$ cat src/rtl/tlb_pkg.sv
package tlb_pkg;
  localparam int VA_W    = 32;
  localparam int PAGE_SH = 12;
  localparam int VPN_W   = VA_W - PAGE_SH;

  typedef enum logic [1:0] {
    FL_ALL  = 2'd0,
    FL_RSVD = 2'd1,
    FL_SECT = 2'd2,
    FL_GRP  = 2'd3
  } flush_kind_e;
endpackage

$ cat src/rtl/tlb_flush_dec.sv
module tlb_flush_dec #(
  parameter int ENTRIES = 8,
  parameter int ASID_W  = 7,
  parameter int VPN_W   = 20
) (
  input  logic                           flush_i,
  input  logic [31:0]                    cmd_i,
  input  logic [ENTRIES-1:0][ASID_W-1:0] asid_i,
  input  logic [ENTRIES-1:0][VPN_W-1:0]  vpn_i,
  output logic [ENTRIES-1:0]             kill_o
);
  import tlb_pkg::*;

  localparam int ASID_LSB = (ASID_W == 2) ? 29 : 31 - ASID_W;

  flush_kind_e       kind;
  logic              asid_en;
  logic [ASID_W-1:0] cmd_asid;
  logic              unused_cmd;

  assign kind       = flush_kind_e'(cmd_i[1:0]);
  assign asid_en    = cmd_i[31];
  assign cmd_asid   = cmd_i[ASID_LSB +: ASID_W];
  assign unused_cmd = ^cmd_i[23:20];

  for (genvar g = 0; g < ENTRIES; g++) begin : g_ent
    logic addr_hit;
    always_comb begin
      unique case (kind)
        FL_ALL:  addr_hit = 1'b1;
        FL_SECT: addr_hit = (vpn_i[g][19:10] == cmd_i[19:10]);
        FL_GRP:  addr_hit = (vpn_i[g][19:2]  == cmd_i[19:2]);
        default: addr_hit = 1'b0;
      endcase
    end
    assign kill_o[g] = flush_i & addr_hit & (~asid_en | (asid_i[g] == cmd_asid));
  end
endmodule

$ cat src/rtl/tlb_match.sv
module tlb_match #(
  parameter int ENTRIES = 8,
  parameter int ASID_W  = 7,
  parameter int VPN_W   = 20
) (
  input  logic [ENTRIES-1:0]             en_i,
  input  logic [ENTRIES-1:0][ASID_W-1:0] asid_i,
  input  logic [ENTRIES-1:0][VPN_W-1:0]  vpn_i,
  input  logic [ASID_W-1:0]              key_asid_i,
  input  logic [VPN_W-1:0]               key_vpn_i,
  output logic [ENTRIES-1:0]             hit_vec_o
);
  for (genvar g = 0; g < ENTRIES; g++) begin : g_cmp
    assign hit_vec_o[g] = en_i[g] & (asid_i[g] == key_asid_i) & (vpn_i[g] == key_vpn_i);
  end
endmodule

$ cat src/rtl/tlb_victim.sv
module tlb_victim #(
  parameter int ENTRIES = 8,
  localparam int IDX_W  = $clog2(ENTRIES),
  localparam int LINE_W = $clog2(ENTRIES + 1)
) (
  input  logic               clk_i,
  input  logic               rst_ni,
  input  logic               adv_i,
  input  logic [LINE_W-1:0]  lines_i,
  input  logic [ENTRIES-1:0] act_i,
  input  logic [ENTRIES-1:0] live_i,
  input  logic [ENTRIES-1:0] dup_i,
  output logic [IDX_W-1:0]   idx_o
);
  logic [IDX_W-1:0] ptr_q, base, free_idx, dup_idx;
  logic             free_any, dup_any;

  always_comb begin
    base     = (LINE_W'(ptr_q) >= lines_i) ? '0 : ptr_q;
    free_idx = '0;
    free_any = 1'b0;
    dup_idx  = '0;
    dup_any  = 1'b0;
    for (int i = ENTRIES - 1; i >= 0; i--) begin
      if (act_i[i] && !live_i[i]) begin
        free_idx = IDX_W'(i);
        free_any = 1'b1;
      end
      if (dup_i[i]) begin
        dup_idx = IDX_W'(i);
        dup_any = 1'b1;
      end
    end
    idx_o = dup_any ? dup_idx : (free_any ? free_idx : base);
  end

  always_ff @(posedge clk_i or negedge rst_ni) begin
    if (!rst_ni)    ptr_q <= '0;
    else if (adv_i) ptr_q <= ((LINE_W'(base) + LINE_W'(1)) >= lines_i) ? '0 : base + IDX_W'(1);
  end
endmodule

$ cat src/rtl/tlb_asid_cache.sv
module tlb_asid_cache #(
  parameter int ENTRIES = 8,
  parameter int ASID_W  = 7,
  parameter int PFN_W   = 20,
  localparam int IDX_W  = $clog2(ENTRIES),
  localparam int LINE_W = $clog2(ENTRIES + 1),
  localparam int VPN_W  = tlb_pkg::VPN_W
) (
  input  logic              clk_i,
  input  logic              rst_ni,
  input  logic [LINE_W-1:0] cfg_lines_i,
  input  logic              lk_valid_i,
  input  logic [ASID_W-1:0] lk_asid_i,
  input  logic [VPN_W-1:0]  lk_va_i,
  input  logic              fill_i,
  input  logic [ASID_W-1:0] fill_asid_i,
  input  logic [VPN_W-1:0]  fill_vpn_i,
  input  logic [PFN_W-1:0]  fill_pfn_i,
  input  logic              fill_rd_i,
  input  logic              fill_wr_i,
  input  logic              fill_ns_i,
  input  logic              flush_i,
  input  logic [31:0]       flush_cmd_i,
  output logic              rsp_valid_o,
  output logic              rsp_hit_o,
  output logic [PFN_W-1:0]  rsp_pfn_o,
  output logic              rsp_rd_o,
  output logic              rsp_wr_o,
  output logic              rsp_ns_o
);
  logic [ENTRIES-1:0]             valid_q, valid_d;
  logic [ENTRIES-1:0][ASID_W-1:0] asid_q;
  logic [ENTRIES-1:0][VPN_W-1:0]  vpn_q;
  logic [ENTRIES-1:0][PFN_W-1:0]  pfn_q;
  logic [ENTRIES-1:0][2:0]        perm_q;

  logic [LINE_W-1:0]  lines;
  logic [ENTRIES-1:0] act, live, kill, look_en, lk_vec, dup_vec;
  logic [IDX_W-1:0]   fill_idx;
  logic [PFN_W-1:0]   pfn_mux;
  logic [2:0]         perm_mux;

  assign lines = (cfg_lines_i == '0 || int'(cfg_lines_i) > ENTRIES) ? LINE_W'(ENTRIES) : cfg_lines_i;

  for (genvar g = 0; g < ENTRIES; g++) begin : g_act
    assign act[g] = (int'(lines) > g);
  end

  assign live    = valid_q & act;
  assign look_en = live & ~kill;

  tlb_flush_dec #(.ENTRIES(ENTRIES), .ASID_W(ASID_W), .VPN_W(VPN_W)) i_flush (
    .flush_i (flush_i),
    .cmd_i   (flush_cmd_i),
    .asid_i  (asid_q),
    .vpn_i   (vpn_q),
    .kill_o  (kill)
  );

  tlb_match #(.ENTRIES(ENTRIES), .ASID_W(ASID_W), .VPN_W(VPN_W)) i_look (
    .en_i       (look_en),
    .asid_i     (asid_q),
    .vpn_i      (vpn_q),
    .key_asid_i (lk_asid_i),
    .key_vpn_i  (lk_va_i),
    .hit_vec_o  (lk_vec)
  );

  tlb_match #(.ENTRIES(ENTRIES), .ASID_W(ASID_W), .VPN_W(VPN_W)) i_dup (
    .en_i       (live),
    .asid_i     (asid_q),
    .vpn_i      (vpn_q),
    .key_asid_i (fill_asid_i),
    .key_vpn_i  (fill_vpn_i),
    .hit_vec_o  (dup_vec)
  );

  tlb_victim #(.ENTRIES(ENTRIES)) i_victim (
    .clk_i   (clk_i),
    .rst_ni  (rst_ni),
    .adv_i   (fill_i),
    .lines_i (lines),
    .act_i   (act),
    .live_i  (live),
    .dup_i   (dup_vec),
    .idx_o   (fill_idx)
  );

  // flush clears first; a same-cycle fill still lands
  always_comb begin
    valid_d = valid_q & ~kill;
    if (fill_i) valid_d[fill_idx] = 1'b1;
  end

  always_ff @(posedge clk_i or negedge rst_ni) begin
    if (!rst_ni) valid_q <= '0;
    else         valid_q <= valid_d;
  end

  always_ff @(posedge clk_i) begin
    if (fill_i) begin
      asid_q[fill_idx] <= fill_asid_i;
      vpn_q[fill_idx]  <= fill_vpn_i;
      pfn_q[fill_idx]  <= fill_pfn_i;
      perm_q[fill_idx] <= {fill_rd_i, fill_wr_i, fill_ns_i};
    end
  end

  always_comb begin
    pfn_mux  = '0;
    perm_mux = '0;
    for (int e = 0; e < ENTRIES; e++) begin
      if (lk_vec[e]) begin
        pfn_mux  = pfn_mux | pfn_q[e];
        perm_mux = perm_mux | perm_q[e];
      end
    end
  end

  always_ff @(posedge clk_i or negedge rst_ni) begin
    if (!rst_ni) begin
      rsp_valid_o <= 1'b0;
      rsp_hit_o   <= 1'b0;
      rsp_pfn_o   <= '0;
      {rsp_rd_o, rsp_wr_o, rsp_ns_o} <= '0;
    end else begin
      rsp_valid_o <= lk_valid_i;
      rsp_hit_o   <= lk_valid_i & (|lk_vec);
      rsp_pfn_o   <= lk_valid_i ? pfn_mux : '0;
      {rsp_rd_o, rsp_wr_o, rsp_ns_o} <= lk_valid_i ? perm_mux : 3'b000;
    end
  end
endmodule

$ cat config.mk
export PLATFORM = sky130hd
export DESIGN_NAME = tlb_asid_cache
export DESIGN_NICKNAME = d
export VERILOG_FILES = /design/src/rtl/tlb_pkg.sv /design/src/rtl/tlb_flush_dec.sv /design/src/rtl/tlb_match.sv /design/src/rtl/tlb_victim.sv /design/src/rtl/tlb_asid_cache.sv
export SDC_FILE = /design/constraint.sdc
export NUM_CORES = 1
export LEC_CHECK = 0
export BUFFER_PORTS_ARGS = -buffer_cell sky130_fd_sc_hd__buf_2
export CAP_MARGIN = 25
export CORE_ASPECT_RATIO = 0.7
export CORE_MARGIN = 8
export CORE_UTILIZATION = 28
export DETAILED_ROUTE_END_ITERATION = 16
export GPL_ROUTABILITY_DRIVEN = 0
export MAX_ROUTING_LAYER = met4
export PLACE_DENSITY = 0.5
export SLEW_MARGIN = 20
export SYNTH_ARGS = -nofsm -noshare
export SYNTH_HDL_FRONTEND = slang
export SYNTH_HIERARCHICAL = 1
export SYNTH_SLANG_ARGS = --single-unit
$ cat constraint.sdc
create_clock -name clk_i -period 11.86 [get_ports clk_i]
set_input_delay 0.593 -clock clk_i [delete_from_list [all_inputs] [get_ports clk_i]]
set_output_delay 0.593 -clock clk_i [all_outputs]
set_load 0.01 [all_outputs]
==> flow_metrics.env <==
export IMPL_outcome="completed"
export IMPL_ctsResizeCount=0
export IMPL_synth_edf_count=400
export IMPL_layout_worst_path_cycle_share=0.460
export IMPL_sequential_element_share_of_the_synthesized_area=0.567
export IMPL_hold_viol=0
export IMPL_synthDominantAreaCellType="sky130_fd_sc_hd__edfxtp_1"
export IMPL_syn2layout_area_growth_pct=13.4
export IMPL_cellLeakagePower_nw=8.00
export IMPL_drcViolationCount=0
export IMPL_largest_net_degree_at_the_start_of_global_routing=51
export IMPL_post_cts_setup_repair_bufs=0
export IMPL_power_switching_fraction=0.312
export IMPL_port_buffers=138
export IMPL_share_comb_of_total_power=0.191
export IMPL_yosys_top_cells_count="sky130_fd_sc_hd__xnor2_1, sky130_fd_sc_hd__edfxtp_1, sky130_fd_sc_hd__xor2_1"
export IMPL_die_footprint_um2=90800
export IMPL_worstMarginPinSlew_ns=1.02
export IMPL_detail_route_wirelength_um=87800
export IMPL_design_core_area_um2=80600
export IMPL_placed_area_um2=24200
export IMPL_global_route_overflow_total=0
export IMPL_clock_skew_final_ns=0.0409
export IMPL_ir_drop_mv=0.0863
export IMPL_clk_pin_slew_worst_paths_ns=0.07
export IMPL_via_count=15000
export IMPL_finalPower_mw=4.52
export IMPL_syn_area_um2=22800
export IMPL_maxSlewHeadroom=0.322
export IMPL_ant_nets=0
export IMPL_cts_root_buf="sky130_fd_sc_hd__clkbuf_16"
export IMPL_clkSinkCount=436
export IMPL_dr_first_iter_drc_count=1871
export IMPL_mappedNetlistNets=1799
export IMPL_critPathCaptureType="register"
export IMPL_path_max_fanout=29
export IMPL_cts_made_buffers=48
export IMPL_synth_area_per_cell_um2=13.6
export IMPL_synthMostInstantiatedCell="sky130_fd_sc_hd__xnor2_1"
export IMPL_design_area_um2=25800
export IMPL_boundaryPins=143
export IMPL_p_seq_frac=0.469
export IMPL_synthesis_instances=1673
export IMPL_grt_util_all_layers=0.193
export IMPL_worst_endpoint_arrival_ns=5.66
export IMPL_die_width_um=357
export IMPL_synth_area_top_cells="sky130_fd_sc_hd__edfxtp_1, sky130_fd_sc_hd__xnor2_1, sky130_fd_sc_hd__xor2_1"
export IMPL_floorplan_initialDensity=0.282
export IMPL_final_hold_worst_slack_ns=0.0761
export IMPL_cts_hold_buffers_added=0
export IMPL_std_cell_rows=87
export IMPL_die_h_um=255
export IMPL_ctsLongestPathBuffers=3
export IMPL_ys_seq_elements=436
export IMPL_critical_path_startpoint_type="input pin"
export IMPL_ctsHtreeMaxLevel=2
export IMPL_final_period_minus_worst_setup_slack_ns=5.45
export IMPL_required_ns=12.07
export IMPL_intPower_mw=3.11
export IMPL_slew_violations=0
export IMPL_grt_pass1_wl_um=119000
export IMPL_finish_net_count=1904
export IMPL_firstDrtPassIters=5
export IMPL_drt_wirelength_per_cell_um=30.4
export IMPL_initial_antenna_violation_count=12
export IMPL_avgViaCountPerCell=5.17
export IMPL_fmax_mhz=183
export IMPL_ys_types=54
export IMPL_timing_reg2reg_worst_path_depth=12
export IMPL_setup_violations_final=0
export IMPL_fillerInstances=8041
export IMPL_min_delay_path_class="in -> async"
export IMPL_synth_async_sr_flop_share=0.0826
export IMPL_clock_tree_from_tritoncts="done"
export IMPL_clock_insertion_delay_worst_skew_ns=0.61
export IMPL_synthFlopType="sky130_fd_sc_hd__edfxtp_1"
export IMPL_via_count_of_the_first_global_routing_pass=14600
export IMPL_layout_drive_gt1_share=0.157
export IMPL_totalNegativeSetupSlack_ns=0
export IMPL_powerDensity_nw_per_um2=175
export IMPL_yosysWarnings=6
export IMPL_drv_cap=0
export IMPL_detailed_place_hpwl_um=60800
export IMPL_crit_type="in -> reg"
export IMPL_share_clk_of_total_power=0.340
export IMPL_synth_largest_type_area_fraction=0.528
export IMPL_switchingPower_mw=1.41
export IMPL_rsz0062_at_grt="no"
kinds of logic (layout without fill, tap and decap cells):
group / after synthesis / in the layout / share of synthesized area
buf+inv: 126 / 271 / 0.0415
compound gates: 180 / 180 / 0.0581
simple gates: 288 / 288 / 0.0844
xor+xnor: 634 / 634 / 0.244
other cells: 1 / 6 / 0.000165
fa+ha+maj: 8 / 8 / 0.00440
flops: 436 / 436 / 0.567
metrics by stage:
stage,setup WS (ns),utilization,instances
after CTS,6.60,0.320,2886
after global placement,6.03,0.301,2796
final,6.41,0.320,2891
after detailed placement,6.00,0.301,2796
after global routing,6.28,0.320,2891
after floorplan,5.00,-,1673
layer usage:
layer	global-route usage	share of wire	vias to the layer above
met5	-	0	-
met4	0.0370	0.019	0
met3	0.0608	0.11	114
met2	0.262	0.41	764
met1	0.280	0.47	7698
li1	-	-	6380
cell type report:
type / instances / area [µm²] / area share
repair buffers: 160 / 856 / 0.0332
diodes: 5 / 12.5 / 0.000485
well taps: 1068 / 1340 / 0.0518
multi-input cells: 1111 / 9030 / 0.350
clock inverters: 35 / 339 / 0.0131
clock buffers: 55 / 1250 / 0.0484
inverters: 21 / 78.8 / 0.00305
flip-flops and latches: 436 / 12900 / 0.500
layout by cell type (no fill, tap or decap), drive strengths merged, types with 2 or more instances in the layout:
master,netlist,final
a211oi,2,2
a21boi,3,3
a21oi,8,8
a221oi,8,8
a22oi,92,92
a31oi,16,16
a41oi,23,23
and2,2,2
buf,84,160
bufinv,0,5
clkbuf,21,55
clkinv,1,23
clkinvlp,0,4
dfrtp,36,36
diode,0,5
edfxtp,400,400
ha,8,8
inv,20,24
nand2,19,19
nand2b,14,14
nand3,4,4
nand4,120,120
nor2,22,22
nor2b,8,8
nor3,13,13
nor4,58,58
o21ai,16,16
o22ai,3,3
o31ai,3,3
or2,2,2
or3,2,2
or4,18,18
xnor2,449,449
xor2,185,185
flip-flops by register name, summed over array words and instances, names as in the netlist:
| signal | cells |
|---|---|
| rsp_hit_o | 1 |
| rsp_pfn_o | 20 |
| rsp_valid_o | 1 |
| i_victim/ptr_q | 3 |
| valid_q | 8 |
| vpn_q | 160 |
| rsp_wr_o | 1 |
| pfn_q | 160 |
| rsp_ns_o | 1 |
| rsp_rd_o | 1 |
| asid_q | 56 |
| perm_q | 24 |
final timing paths:
path	start	to	slack, ns
max reg2reg	asid_q[46]	vpn_q[83]	6.66
max in group asynchronous	rst_ni	rsp_pfn_o[5]	11.24
min in group clk_i	lk_valid_i	rsp_valid_o	0.13
min reg2reg	valid_q[2]	valid_q[2]	0.52
min	rst_ni	i_victim/ptr_q[2]	0.08
max	cfg_lines_i[2]	pfn_q[145]	6.41
worst max-delay path, stage by stage:
cell	delay, ns
sky130_fd_sc_hd__buf_2	0.15
sky130_fd_sc_hd__or3_4	0.48
sky130_fd_sc_hd__a21boi_0	0.54
sky130_fd_sc_hd__nand4_1	0.26
sky130_fd_sc_hd__or4_1	0.58
sky130_fd_sc_hd__nor4_2	0.57
sky130_fd_sc_hd__a21oi_1	0.17
sky130_fd_sc_hd__o21bai_1	0.20
sky130_fd_sc_hd__a21oi_1	0.15
sky130_fd_sc_hd__o211ai_2	0.20
sky130_fd_sc_hd__nand2_1	0.31
sky130_fd_sc_hd__nor2_4	0.82
sky130_fd_sc_hd__buf_4	0.59
power by group through the flow:
stage | sequential (mW) | clock, mW | combinational (mW)
CTS | 2.11 | 1.57 | 0.862
finish | 2.12 | 1.54 | 0.863
detailed placement | 2.15 | 0 | 0.857
floorplan | 2.10 | 0 | 0.550
global placement | 2.14 | 0 | 0.852
global route | 2.14 | 1.62 | 0.926
Note: power is estimated with default switching activity, not from simulation.
